--- src/rtl/perfmon_pkg.sv ---
package perfmon_pkg;

  // Word addresses of the register port.
  localparam int unsigned PM_ADDR_CTRL = 0;
  localparam int unsigned PM_ADDR_STAT = 1;
  localparam int unsigned PM_ADDR_CTR0 = 2;

  // Kind of access decoded from one bus request.
  typedef enum logic [1:0] {
    ACC_IDLE,
    ACC_CTRL,
    ACC_STAT,
    ACC_CTR
  } pm_acc_e;

endpackage

--- src/rtl/perfmon_ctr_slice.sv ---
// One physical counter, its holding latch and its latch-pending flag.
module perfmon_ctr_slice #(
  parameter int unsigned CTR_W = 32
) (
  input  logic             clk,
  input  logic             rst_n,
  input  logic             run_i,
  input  logic             split_i,
  input  logic             commit_i,
  input  logic             ld_i,
  input  logic [CTR_W-1:0] ld_val_i,
  input  logic             inc_hi_i,
  input  logic             inc_lo_i,
  output logic [CTR_W-1:0] cnt_o,
  output logic             wrap_hi_o,
  output logic             wrap_lo_o,
  output logic             lpend_o
);

  localparam int unsigned HW = CTR_W / 2;

  logic [CTR_W-1:0] cnt_q, cnt_d;
  logic [CTR_W-1:0] lat_q;
  logic             lpend_q, lpend_d;
  logic             cnt_en, lpend_en;
  logic [HW-1:0]    hi_q, lo_q;
  logic             do_load;

  assign hi_q    = cnt_q[CTR_W-1:HW];
  assign lo_q    = cnt_q[HW-1:0];
  assign do_load = commit_i && lpend_q;

  // Next live value: a commit load wins over counting in the same cycle.
  always_comb begin
    cnt_d     = cnt_q;
    wrap_hi_o = 1'b0;
    wrap_lo_o = 1'b0;
    if (do_load) begin
      cnt_d = lat_q;
    end else if (run_i) begin
      if (split_i) begin
        if (inc_hi_i) begin
          cnt_d[CTR_W-1:HW] = hi_q + 1'b1;
          wrap_hi_o         = &hi_q;
        end
        if (inc_lo_i) begin
          cnt_d[HW-1:0] = lo_q + 1'b1;
          wrap_lo_o     = &lo_q;
        end
      end else if (inc_hi_i) begin
        cnt_d     = cnt_q + 1'b1;
        wrap_hi_o = &cnt_q;
      end
    end
  end

  assign cnt_en = do_load || (run_i && (inc_hi_i || (split_i && inc_lo_i)));

  always_comb begin
    lpend_d = lpend_q;
    if (ld_i) begin
      lpend_d = 1'b1;
    end else if (do_load) begin
      lpend_d = 1'b0;
    end
  end

  assign lpend_en = ld_i || do_load;

  always_ff @(posedge clk or negedge rst_n) begin
    if (!rst_n) begin
      cnt_q   <= '0;
      lat_q   <= '0;
      lpend_q <= 1'b0;
    end else begin
      if (cnt_en) begin
        cnt_q <= cnt_d;
      end
      if (ld_i) begin
        lat_q <= ld_val_i;
      end
      if (lpend_en) begin
        lpend_q <= lpend_d;
      end
    end
  end

  assign cnt_o   = cnt_q;
  assign lpend_o = lpend_q;

endmodule

--- src/rtl/perfmon_regif.sv ---
// Register port: decode, control word, status/mask, read path, interrupt.
module perfmon_regif
  import perfmon_pkg::*;
#(
  parameter int unsigned NUM_PHYS = 4,
  parameter int unsigned CTR_W    = 32,
  parameter int unsigned ADDR_W   = 3
) (
  input  logic                           clk,
  input  logic                           rst_n,
  input  logic                           req_i,
  input  logic                           we_i,
  input  logic [ADDR_W-1:0]              addr_i,
  input  logic [CTR_W-1:0]               word_i,
  input  logic [NUM_PHYS-1:0][CTR_W-1:0] cnt_i,
  input  logic [2*NUM_PHYS-1:0]          wrap_i,
  output logic                           run_o,
  output logic [NUM_PHYS-1:0]            split_o,
  output logic                           commit_o,
  output logic [NUM_PHYS-1:0]            ld_o,
  output logic [2*NUM_PHYS-1:0]          pend_o,
  output logic                           irq_o,
  output logic                           rvalid_o,
  output logic [CTR_W-1:0]               rword_o
);

  localparam int unsigned NUM_LOG = 2 * NUM_PHYS;
  localparam int unsigned EN_BIT  = CTR_W - 1;

  pm_acc_e              acc_kind;
  logic                 ctrl_wr, stat_wr, stat_rd, any_rd;
  logic                 run_q, run_d;
  logic [NUM_PHYS-1:0]  split_q, split_d;
  logic [NUM_LOG-1:0]   mask_q, mask_d;
  logic [NUM_LOG-1:0]   pend_q, pend_d;
  logic [CTR_W-1:0]     rword_q, rd_val;
  logic                 rvalid_q;

  // Access decode.
  always_comb begin
    acc_kind = ACC_IDLE;
    if (req_i) begin
      if (addr_i == ADDR_W'(PM_ADDR_CTRL)) begin
        acc_kind = ACC_CTRL;
      end else if (addr_i == ADDR_W'(PM_ADDR_STAT)) begin
        acc_kind = ACC_STAT;
      end else if ((32'(addr_i) >= PM_ADDR_CTR0) &&
                   (32'(addr_i) < PM_ADDR_CTR0 + NUM_PHYS)) begin
        acc_kind = ACC_CTR;
      end
    end
  end

  assign ctrl_wr  = (acc_kind == ACC_CTRL) && we_i;
  assign stat_wr  = (acc_kind == ACC_STAT) && we_i;
  assign stat_rd  = (acc_kind == ACC_STAT) && !we_i;
  assign any_rd   = req_i && !we_i;
  assign commit_o = ctrl_wr && word_i[EN_BIT];

  // Per-counter latch write strobes.
  for (genvar n = 0; n < NUM_PHYS; n++) begin : g_ld
    assign ld_o[n] = (acc_kind == ACC_CTR) && we_i &&
                     (addr_i == ADDR_W'(PM_ADDR_CTR0 + n));
  end

  // Next state of control, mask and pending bits.
  always_comb begin
    run_d   = word_i[EN_BIT];
    split_d = word_i[NUM_PHYS-1:0];
    mask_d  = word_i[NUM_LOG-1:0];
    pend_d  = pend_q;
    if (stat_rd) begin
      pend_d = '0;
    end
    pend_d = pend_d | wrap_i;
  end

  // Read data selection.
  always_comb begin
    rd_val = '0;
    case (acc_kind)
      ACC_CTRL: begin
        rd_val[EN_BIT]         = run_q;
        rd_val[NUM_PHYS-1:0]   = split_q;
      end
      ACC_STAT: rd_val[NUM_LOG-1:0] = pend_q;
      ACC_CTR: begin
        for (int unsigned n = 0; n < NUM_PHYS; n++) begin
          if (addr_i == ADDR_W'(PM_ADDR_CTR0 + n)) begin
            rd_val = cnt_i[n];
          end
        end
      end
      default: rd_val = '0;
    endcase
  end

  always_ff @(posedge clk or negedge rst_n) begin
    if (!rst_n) begin
      run_q    <= 1'b0;
      split_q  <= '0;
      mask_q   <= '0;
      pend_q   <= '0;
      rword_q  <= '0;
      rvalid_q <= 1'b0;
    end else begin
      if (ctrl_wr) begin
        run_q   <= run_d;
        split_q <= split_d;
      end
      if (stat_wr) begin
        mask_q <= mask_d;
      end
      pend_q   <= pend_d;
      if (any_rd) begin
        rword_q <= rd_val;
      end
      rvalid_q <= any_rd;
    end
  end

  assign run_o    = run_q;
  assign split_o  = split_q;
  assign pend_o   = pend_q;
  assign irq_o    = |(pend_q & mask_q);
  assign rvalid_o = rvalid_q;
  assign rword_o  = rword_q;

endmodule

--- src/rtl/perfmon_bank.sv ---
// Four physical counters, each splittable into two 16-bit halves.
module perfmon_bank #(
  parameter int unsigned NUM_PHYS = 4,
  parameter int unsigned CTR_W    = 32,
  parameter int unsigned ADDR_W   = $clog2(NUM_PHYS + 2),
  parameter int unsigned NUM_LOG  = 2 * NUM_PHYS,
  parameter int unsigned BUS_W    = 2 * CTR_W
) (
  input  logic               clk,
  input  logic               rst_n,
  input  logic               bus_req,
  input  logic               bus_we,
  input  logic [ADDR_W-1:0]  bus_addr,
  input  logic [BUS_W-1:0]   bus_wdata,
  output logic               bus_rvalid,
  output logic [BUS_W-1:0]   bus_rdata,
  input  logic [NUM_LOG-1:0] evt_inc,
  output logic               pmu_irq
);

  logic [CTR_W-1:0]               wr_word;
  logic [CTR_W-1:0]               rd_word;
  logic                           run_en;
  logic                           commit_stb;
  logic [NUM_PHYS-1:0]            split_md;
  logic [NUM_PHYS-1:0]            ld_stb;
  logic [NUM_PHYS-1:0]            lpend_bits;
  logic [NUM_PHYS-1:0][CTR_W-1:0] ctr_val;
  logic [NUM_LOG-1:0]             wrap_ev;
  logic [NUM_LOG-1:0]             pend_bits;
  logic                           unused_wlow;

  assign wr_word     = bus_wdata[BUS_W-1:CTR_W];
  assign unused_wlow = ^bus_wdata[CTR_W-1:0];
  assign bus_rdata   = {rd_word, {CTR_W{1'b0}}};

  perfmon_regif #(
    .NUM_PHYS (NUM_PHYS),
    .CTR_W    (CTR_W),
    .ADDR_W   (ADDR_W)
  ) u_regif (
    .clk      (clk),
    .rst_n    (rst_n),
    .req_i    (bus_req),
    .we_i     (bus_we),
    .addr_i   (bus_addr),
    .word_i   (wr_word),
    .cnt_i    (ctr_val),
    .wrap_i   (wrap_ev),
    .run_o    (run_en),
    .split_o  (split_md),
    .commit_o (commit_stb),
    .ld_o     (ld_stb),
    .pend_o   (pend_bits),
    .irq_o    (pmu_irq),
    .rvalid_o (bus_rvalid),
    .rword_o  (rd_word)
  );

  for (genvar n = 0; n < NUM_PHYS; n++) begin : g_slice
    perfmon_ctr_slice #(
      .CTR_W (CTR_W)
    ) u_slice (
      .clk       (clk),
      .rst_n     (rst_n),
      .run_i     (run_en),
      .split_i   (split_md[n]),
      .commit_i  (commit_stb),
      .ld_i      (ld_stb[n]),
      .ld_val_i  (wr_word),
      .inc_hi_i  (evt_inc[n]),
      .inc_lo_i  (evt_inc[n + NUM_PHYS]),
      .cnt_o     (ctr_val[n]),
      .wrap_hi_o (wrap_ev[n]),
      .wrap_lo_o (wrap_ev[n + NUM_PHYS]),
      .lpend_o   (lpend_bits[n])
    );
  end

endmodule

--- config.mk ---
export PLATFORM = sky130hd
export DESIGN_NAME = perfmon_bank
export DESIGN_NICKNAME = d
export VERILOG_FILES = /design/src/rtl/perfmon_pkg.sv /design/src/rtl/perfmon_ctr_slice.sv /design/src/rtl/perfmon_regif.sv /design/src/rtl/perfmon_bank.sv
export SDC_FILE = /design/constraint.sdc
export NUM_CORES = 1
export LEC_CHECK = 0
export BUFFER_PORTS_ARGS = -buffer_cell sky130_fd_sc_hd__buf_2
export CAP_MARGIN = 20
export CORE_MARGIN = 2
export CORE_UTILIZATION = 50
export CTS_BUF_LIST = sky130_fd_sc_hd__clkbuf_16
export CTS_CLUSTER_SIZE = 10
export DETAILED_ROUTE_END_ITERATION = 16
export PLACE_DENSITY_LB_ADDON = 0.3
export SYNTH_ARGS = -nofsm -noshare
export SYNTH_HDL_FRONTEND = slang
export SYNTH_SLANG_ARGS = --single-unit
--- constraint.sdc ---
create_clock -name clk -period 2.2 [get_ports clk]
set_input_delay 0.22 -clock clk [delete_from_list [all_inputs] [get_ports clk]]
set_output_delay 0.22 -clock clk [all_outputs]
set_load 0.01 [all_outputs]
==> summary.txt, run 1 <==
Power
  • Sw Ratio: 29.5%
  • Internal power: 11.5 mW
  • VDD IR-drop max: 0.432 mV
  • PwrDens: 891 nW/µm²
  • Comb power frac: 17.6%
  • Net Sw Power: 4.79 mW
  • Clock power frac: 32.9%
  • Sequential share of power: 49.5%
  • Leakage: 8.05 nW

GRT
  • Initial antenna violation count: 0
  • Vias in the first global route: 12100
  • First-pass GRT wire length: 67.2 mm
  • Largest net degree at the start of global routing: 63
  • Grt ovf: 0
  • All-Layer GR Usage: 25.9%

Floorplan
  • Row count: 65
  • Starting density of the core: 50.7%
  • Die Area: 33500 µm²
  • Ports: 145
  • Chip width: 183 µm
  • Die Span Y: 183 µm
  • Core Area: 31600 µm²

Drt
  • DR top layer: met4
  • DRT Pass-1 Iters: 6
  • WL/cell: 20.8 µm
  • Via density: 6.07
  • WL final: 43.0 mm
  • Iter 0 DRT Violations: 1097
  • WL met2: 19.3 mm
  • Via Count: 12500
  • Post-Route M1 WL: 19.5 mm
  • ANT nets after route: 0
  • WL met3: 3.24 mm
  • Drc violations: 0

Placed design
  • Routability congestion estimate: 0.919
  • HPWL Detailed: 31.2 mm
  • Port bufs: 80

Yosys
  • EDFF count, synth: 0
  • Register area share after synthesis: 49.1%
  • Ys async rst share: 100%
  • Synth Register Bits: 314
  • Top_reg_cell synth: dfrtp_1
  • Count of different cell masters after synthesis: 72
  • Gate Count Post-Synth: 1535
  • Syn Area/Cell: 10.4 µm²
  • Largest cells by area after synthesis: dfrtp_1 49%, mux2_2 10%, o21ai_0 4.6%, nand2_1 3.5%, xnor2_1 3.0%
  • Share of the synthesized area in the top cell type: 49.1%
  • Synth Cell Area: 16000 µm²
  • Cell accounting for the most synthesized area: dfrtp_1
  • YS warnings: 0

Worst setup path
  • Slowest-stage cell, CP: dfrtp_1
  • Crit path DAT: 2.55 ns
  • Crit path max-delay family: simple AND/OR/NAND/NOR gates
  • Critical Path Stages: 5
  • Worst path bufs/invs: 0
  • FF-to-FF path depth: 5
  • Crit-path max FO: 12
  • Crit path from: g_slice[3].u_slice.cnt_o[3]
  • Req. time, crit path: 2.63 ns
  • Critical path class: flop to flop
  • Critical Path Start Type: flop
  • Worst r2r src: g_slice[3].u_slice.cnt_o[3]
  • CP cell instances: nand3_1, nor4_4, a21oi_2, or4_1, a31oi_1
  • CP endpoint kind: flop
  • Worst path max stage delay: 0.51 ns

STA
  • Setup_tns: 0 ns
  • Fmax: 473 MHz
  • Final slew viol count: 0
  • Final-report hold violation count: 0
  • Final worst path period share: 96.1%
  • RSZ-0062 raised after global routing: no
  • Crit path time final: 2.11 ns
  • Worst-Margin Slew: 0.625 ns
  • Slew headroom: 57.8%
  • Clock Skews: 0.0142 ns
  • Final setup violation count: 0

Clock network
  • Postcts setup bufs: 0
  • H-tree levels: 2
  • Clk buf depth: 3
  • Clk pin slew, worst setup/hold paths: 0.06 ns
  • CTS Buf Count: 37
  • TritonCTS clock tree: built
  • Clk sinks: 314
  • Root buf cell: clkbuf_16
  • Clock latency on the worst-skew pair: 0.52 ns

Cells and area
  • # diodes: 0
  • Layout cells sized above 1: 23.4%
  • Layout area overhead: 14.0%
  • Final #Nets: 1746
  • Most common cell after layout, fill and taps aside: dfrtp_1
  • Final Util: 57.8%
  • Most frequent cells in the layout: 314 x dfrtp_1, 150 x nand2_1, 147 x o21ai_0

Min path
  • Worst hold path class: input pin to flop
  • Hold depth: 3
  • Hold_sp: evt_inc[4]

Run status
  • Status: complete, no violations

Flow run
  • Max cap viols: 0
==> power by group through the flow <==
stage / Clock (mW) / Combinational (mW) / Sequential (mW)
finish: 5.35 / 2.86 / 8.04
CTS: 5.43 / 2.84 / 8.01
global route: 5.70 / 3.16 / 8.20
global placement: 0 / 2.72 / 8.04
detailed placement: 0 / 2.82 / 8.09
floorplan: 0 / 1.91 / 7.80
==> synthesized netlist by cell type (5+ instances only) <==
library cell  count
o21ai_0         147
and2_1           14
ha_1              9
a221oi_1          8
xnor2_1          55
or4_1             6
o211ai_1          8
a221o_1          29
a22oi_1          32
mux2i_1          16
o2111ai_1        15
a31oi_1          15
nor3_1           29
and4_1            8
nand3_1          51
dfrtp_1         314
inv_1            23
o31ai_1           9
a21oi_1          44
or3_1            11
buf_2            22
nand2b_1         10
nand2_1         151
mux2_2          143
clkbuf_1         44
nor4_4            5
nor4_1           14
nand4_1          37
nor2_1           91
buf_4            47
and3_1           17
xor2_1           43
==> layer usage <==
metal  GRT usage (%)  vias up
li1                -     5747
met1            37.5     6252
met2            40.3      476
met3            4.85       63
met4            6.56        0
met5               0        -
==> worst paths after layout <==
check	to	slack [ns]
min in group asynchronous	g_slice[1].u_slice.lat_q[27]	0.24
worst min-delay path	u_regif.pend_o[4]	0.02
worst max register to register	g_slice[3].u_slice.cnt_o[29]	0.09
max in group asynchronous	u_regif.rword_o[11]	1.22
worst min register to register	g_slice[0].u_slice.cnt_o[1]	0.47
worst max-delay path	g_slice[3].u_slice.cnt_o[29]	0.09
==> timing repair <==
action	4_1_cts	5_1_grt
setup endpoints to repair	0	2
resized for setup	0	1
endpoints found under the hold margin	52	0
hold buffers	2	0
==> worst min-delay path: cells and delay by family <==
family,cells,cell delay [ns]
AOI/OAI and AO/OA,1,0.08
buffers and inverters,1,0.12
and+or+nand+nor,1,0.07
==> flip-flops by register name, indices dropped and copies added (netlist names) <==
register                 count
u_regif.split_o              4
u_regif.pend_o               8
u_regif.mask_q               8
g_slice.u_slice.lpend_o      4
g_slice.u_slice.cnt_o      128
u_regif.rword_o             32
g_slice.u_slice.lat_q      128
u_regif.run_o                1
u_regif.rvalid_o             1
==> per-stage QoR <==
step                std cells  hold WS (ns)  total power [mW]  area [µm²]  worst slack [ns]
finish                   2066        0.0184              16.3       18300            0.0853
global route             2066        0.0367              17.1       18300           0.00511
CTS                      2066       0.00773              16.3       18200            0.0774
detailed placement       2019         0.197              10.9       17200            0.0316
global placement         2019         0.194              10.8       17200            0.0726
floorplan                1566       -0.0756              9.71       16100             0.108
==> logic make-up after synthesis <==
group	after synthesis	synth area share, %
AO/OA/AOI/OAI	327	13.1
XOR/XNOR	98	5.36
adder cells (fa/ha/maj)	9	0.703
buffers and inverters	141	4.67
flip-flops	314	49.1
multiplexers	159	11.1
other	1	0.0234
AND/OR/NAND/NOR	486	16.0
==> area by class of cell <==
cell class	instances	area, µm²
clock buffer	39	976
clock inverter	6	27.5
inverter	23	86.3
fill	2660	13300
tap	402	503
timing repair buffer	171	1260
sequential	314	7860
multi-input combinational	1111	7540
Note: power is estimated with default switching activity, not from simulation.
==> run 2: changes to the inputs <==
GPL_TIMING_DRIVEN = 0   (was unset)
==> summary.txt, run 2 (synthesis results as in run 1) <==
GRT
  • GR Layer Usage met2: 44.8%
  • M1 GR Usage: 40.5%
  • All-Layer GR Usage: 28.5%
  • Grt ovf: 0
  • GR Layer Usage met3: 5.48%
  • Largest net degree at the start of global routing: 110
  • Top Usage Layer GRT: met2
  • First-pass GRT wire length: 72.8 mm
  • Initial antenna violation count: 1
  • Vias in the first global route: 12500

Min path
  • Hold_sp: evt_inc[7]
  • Hold depth: 3
  • Hold Path Sink: u_regif.pend_o[7]
  • Worst hold path class: input pin to flop

Floorplan
  • Ports: 145
  • Row count: 65
  • Chip width: 183 µm
  • Core Area: 31600 µm²
  • Starting density of the core: 50.7%
  • Die Span Y: 183 µm
  • Die Area: 33500 µm²

STA
  • Final slew viol count: 0
  • Fmax: 468 MHz
  • Final-report hold violation count: 0
  • Final worst path period share: 97.2%
  • Clock Skews: 0.0185 ns
  • Slew headroom: 46.0%
  • Crit path time final: 2.14 ns
  • Final setup violation count: 0
  • Worst-Margin Slew: 0.809 ns

Cells and area
  • Final Util: 58.2%
  • Fillers: 2705
  • Layout cells sized above 1: 23.3%
  • Post-route insts no fill: 2114
  • Layout area overhead: 14.6%
  • Final #Nets: 1793
  • Most common cell after layout, fill and taps aside: dfrtp_1
  • Most frequent cells in the layout: 310 x dfrtp_1, 151 x nand2_1, 147 x o21ai_0

Drt
  • WL/cell: 22.8 µm
  • ANT nets after route: 0
  • WL final: 48.1 mm
  • Via density: 6.12
  • Iter 0 DRT Violations: 1301
  • Drc violations: 0
  • Via Count: 12900
  • DRT Pass-1 Iters: 6

Clock network
  • Clk pin slew, worst setup/hold paths: 0.06 ns
  • Clock latency on the worst-skew pair: 0.53 ns
  • H-tree levels: 2
  • Root buf cell: clkbuf_16
  • CTS Buf Count: 38
  • Clk sinks: 314
  • TritonCTS clock tree: built
  • Clk buf depth: 3

Power
  • Leakage: 8.09 nW
  • PwrDens: 903 nW/µm²
  • VDD IR-drop max: 0.509 mV
  • Total power: 16.6 mW

Worst setup path
  • FF-to-FF path depth: 6
  • Crit path max-delay family: simple AND/OR/NAND/NOR gates
  • Req. time, crit path: 2.65 ns
  • Crit path DAT: 2.59 ns
  • Critical Path Start Type: flop
  • Crit-path max FO: 7
  • Worst path max stage delay: 0.47 ns
  • Worst path bufs/invs: 0
  • Worst r2r src: g_slice[3].u_slice.cnt_o[0]
  • CP endpoint kind: flop
  • RR Endpoint: g_slice[3].u_slice.cnt_o[22]
  • CP cell instances: ha_4, and4_2, a41oi_4, or3_4, or3_1, a31oi_1
  • Crit path from: g_slice[3].u_slice.cnt_o[0]
  • Slowest-stage cell, CP: or3_4
  • Reg2reg setup slack: 0.06 ns
  • Critical path class: flop to flop

Placed design
  • Routability congestion estimate: 0.951
  • # placed instances: 2048
  • HPWL Detailed: 35.3 mm
  • Port bufs: 78

Run status
  • Status: complete, no violations

Flow run
  • Max cap viols: 0
run 2: changes by cell type in the layout (fill, tap and decap cells not counted), sizes merged:
cell,previous run,this run
diode,0,1
inv,28,26
clkbuf,39,86
dlygate4sd3,2,4
clkinv,1,2
buf,169,168
run 2: worst max-delay path by stage:
stage	end	slack, ns	cells after the start
final	g_slice[3].u_slice.cnt_o[22]	0.06	6
after global routing	g_slice[0].u_slice.cnt_o[16]	-0.03	6
after CTS	g_slice[3].u_slice.cnt_o[22]	0.02	6
after detailed placement	g_slice[1].u_slice.cnt_o[7]	-0.59	7
after global placement	g_slice[3].u_slice.cnt_o[7]	-5.03	1
after floorplan	g_slice[3].u_slice.lat_q[10]	0.11	10
run 2: layout make-up:
type | count | area, µm² | share of cell area, %
plain buffers | 118 | 671 | 3.65
clock inverters | 5 | 26.3 | 0.143
clock buffers | 41 | 1030 | 5.59
well taps | 402 | 503 | 2.74
inverters | 23 | 86.3 | 0.470
multi-input cells | 1111 | 7570 | 41.2
repair buffers | 99 | 608 | 3.31
flip-flops and latches | 314 | 7860 | 42.8
diodes | 1 | 2.50 | 0.0136
run 2: tightest hold or removal path, delay by kind of cell:
kind | cells | cell delay, ns
buf+inv | 1 | 0.11
compound gates | 1 | 0.07
simple gates | 1 | 0.08
run 2: repair_timing:
item	CTS	global route
buffers inserted	4	11
gates resized for setup	8	11
hold buffers	4	0
setup endpoints to repair	74	31
endpoints found under the hold margin	106	0
pin swaps	3	7
run 2: where the power goes:
part	switching, mW	total [mW]	internal, mW
Clock	2.34	5.61	3.27
Sequential	1.21	8.14	6.93
Combinational	1.46	2.82	1.36
run 2: per-layer routing:
metal  routed length [µm]  vias up  part of all wire (%)
met5                    0        -                     0
met4                 1310        0                   2.7
met3                 3700       87                   7.7
met2                21700      537                    45
met1                21400     6476                    44
li1                     -     5837                     -
run 2: through the flow:
| stage | TNS (ns) | setup WS, ns | hold WS (ns) | area, µm² |
|---|---|---|---|---|
| global placement | -1615.81 | -5.03 | 0.452 | 17000 |
| finish | 0 | 0.0620 | 0.0177 | 18400 |
| detailed placement | -53.81 | -0.593 | 0.312 | 17100 |
| global route | -0.0661 | -0.0350 | 0.0296 | 18300 |
| floorplan | 0 | 0.108 | -0.0756 | 16100 |
| CTS | 0 | 0.0216 | 0.00271 | 18200 |
==> run 3: changes to the inputs <==
SYNTH_HIERARCHICAL = 1   (was unset)
==> summary.txt, run 3 <==
STA
  • Fmax: 467 MHz
  • Clock Skews: 0.0173 ns
  • Worst hold margin: 0.0530 ns
  • Final setup violation count: 0
  • Crit path time final: 2.14 ns
  • Final-report hold violation count: 0
  • Final worst path period share: 97.4%
  • Slew headroom: 50.0%
  • Final slew viol count: 0
  • Worst-Margin Slew: 0.750 ns

Drt
  • WL final: 46.1 mm
  • ANT nets after route: 0
  • Via density: 5.87
  • WL/cell: 21.2 µm
  • DRT Pass-1 Iters: 5
  • Iter 0 DRT Violations: 1080
  • Drc violations: 0
  • Via Count: 12800

Clock network
  • CTS Buf Count: 38
  • Clk sinks: 314
  • H-tree levels: 2
  • Clk pin slew, worst setup/hold paths: 0.05 ns
  • Clk buf depth: 3
  • Clock latency on the worst-skew pair: 0.53 ns
  • Root buf cell: clkbuf_16
  • TritonCTS clock tree: built

Yosys
  • Ys async rst share: 100%
  • Most common cell in the netlist: dfrtp_1
  • Count of different cell masters after synthesis: 53
  • Register area share after synthesis: 47.7%
  • Synth top cells by count: 314 x dfrtp_1, 158 x mux2_2, 149 x nand2_1
  • Top_reg_cell synth: dfrtp_1
  • YS warnings: 6
  • Syn Area/Cell: 10.6 µm²
  • EDFF count, synth: 0
  • Share of the synthesized area in the top cell type: 47.7%
  • Gate Count Post-Synth: 1552
  • Synth Cell Area: 16500 µm²
  • Largest cells by area after synthesis: dfrtp_1 48%, mux2_2 11%, nand2_1 3.4%, nor2_1 3.0%, xnor2_1 2.8%
  • Synth Register Bits: 314
  • Cell accounting for the most synthesized area: dfrtp_1

GRT
  • Grt ovf: 0
  • First-pass GRT wire length: 70.0 mm
  • All-Layer GR Usage: 26.9%
  • Initial antenna violation count: 1
  • Largest net degree at the start of global routing: 119
  • Vias in the first global route: 12200

Flow run
  • Max cap viols: 0

Cells and area
  • Seq. cell area: 7860 µm²
  • Layout area overhead: 14.3%
  • Post-route insts no fill: 2175
  • Most common cell after layout, fill and taps aside: dfrtp_1
  • Most frequent cells in the layout: 311 x dfrtp_1, 158 x mux2_2, 149 x nand2_1
  • Area taken by multi-input logic gates: 8090 µm²
  • Fillers: 2782
  • Layout cells sized above 1: 24.5%
  • Final #Nets: 1810

Run status
  • Status: complete, no violations

Min path
  • Worst hold path class: input pin to flop

Floorplan
  • Chip width: 186 µm
  • Core Area: 32500 µm²
  • Row count: 66
  • Die Area: 34400 µm²
  • Starting density of the core: 50.7%
  • Die Span Y: 186 µm
  • Ports: 145

Worst setup path
  • Req. time, crit path: 2.63 ns
  • Crit-path max FO: 10
  • Worst path max stage delay: 0.45 ns
  • CP cell instances: nand4_1, nor4_4, a21oi_1, buf_2, or3_1, a31oi_1
  • Slowest-stage cell, CP: dfrtp_1
  • Crit path DAT: 2.57 ns
  • Reg2reg setup slack: 0.06 ns
  • CP endpoint kind: flop
  • Critical path class: flop to flop
  • Critical Path Start Type: flop

Placed design
  • # placed instances: 2106
  • HPWL Detailed: 34.4 mm
  • Port bufs: 79
  • Routability congestion estimate: 0.919

Power
  • Leakage: 8.15 nW
  • PwrDens: 915 nW/µm²
  • Total power: 17.2 mW
  • VDD IR-drop max: 0.582 mV
[run 3: changes by cell type in the layout (fill, tap and decap cells not counted), sizes merged, moves of 11 or more]
cell,delta
mux2,+57
o21ai,-52
nor2,+40
a221o,-25
a22oi,-23
a21oi,-20
o211ai,+20
a221oi,+15
o2111ai,-15
a21o,+12
nand3,-11
nor3,+11
[run 3: metrics by stage]
stage                     setup TNS, ns  setup WS (ns)  cell area (µm²)  utilization, %
final                                 0         0.0581            18800            57.9
after detailed placement        -123.18          -1.10            17600            54.1
after global routing             -0.186        -0.0701            18800            57.9
after global placement         -1684.23          -5.01            17600            53.9
after floorplan                       0        0.00475            16600               -
after CTS                             0         0.0228            18700            57.4
[run 3: layer usage]
| layer | global-route usage, % | routed length [µm] | up-vias | share of wire (%) |
|---|---|---|---|---|
| li1 | - | - | 5871 | - |
| met3 | 3.97 | 3020 | 91 | 6.6 |
| met4 | 10.6 | 1600 | 0 | 3.5 |
| met2 | 42.4 | 21200 | 458 | 46 |
| met5 | 0 | 0 | - | 0 |
| met1 | 37.5 | 20300 | 6339 | 44 |
[run 3: logic make-up after synthesis]
| logic type | after synthesis | synth area share, % |
|---|---|---|
| xor gates and xnor gates | 96 | 5.10 |
| adders and majority gates | 8 | 0.607 |
| DFF | 314 | 47.7 |
| AOI/OAI and AO/OA | 252 | 10.6 |
| buffers and inverters | 130 | 4.14 |
| and+or+nand+nor | 531 | 16.8 |
| other | 1 | 0.0227 |
| muxes | 220 | 15.1 |
[run 3: layout make-up]
cell class                 instances  area share, %
inverter                          19          0.379
multi-input combinational       1139           42.9
tap                              442           2.94
timing repair buffer             100           3.28
antenna                            1         0.0133
sequential                       314           41.7
clock buffer                      38           5.05
clock inverter                    11          0.365
buffer                           111           3.30
[run 3: path summary, 6_finish.rpt]
kind | from | cells after the start | end
worst max-delay path | g_slice[0].u_slice/cnt_o[11] | 6 | g_slice[0].u_slice/cnt_o[21]
max in group asynchronous | rst_n | 3 | g_slice[1].u_slice/lat_q[5]
worst min-delay path | bus_wdata[43] | 2 | g_slice[1].u_slice/lat_q[11]
min in group asynchronous | rst_n | 2 | g_slice[2].u_slice/cnt_o[22]
worst min register to register | g_slice[2].u_slice/lat_q[13] | 2 | g_slice[2].u_slice/cnt_o[13]
worst max register to register | g_slice[0].u_slice/cnt_o[11] | 6 | g_slice[0].u_slice/cnt_o[21]
[run 3: critical path, delay by kind of cell (launching register included)]
| family | cells | cell delay (ns) |
|---|---|---|
| AND/OR/NAND/NOR | 3 | 1.03 |
| AO/OA/AOI/OAI | 2 | 0.35 |
| flip-flops | 1 | 0.45 |
| buffers and inverters | 1 | 0.21 |
[run 3: where the power goes]
part / internal, mW / leakage (nW) / switching, mW
Sequential: 7.08 / 3.96 / 1.46
Combinational: 1.64 / 3.67 / 1.69
Clock: 3.08 / 0.522 / 2.30
[run 3: timing repair]
| item | 4_1_cts | 5_1_grt |
|---|---|---|
| endpoints found under the hold margin | 84 | 0 |
| hold buffers | 1 | 0 |
| endpoints found under the setup margin | 134 | 66 |
| pin swaps | 0 | 10 |
| setup buffers | 0 | 18 |
| gates resized for setup | 10 | 10 |
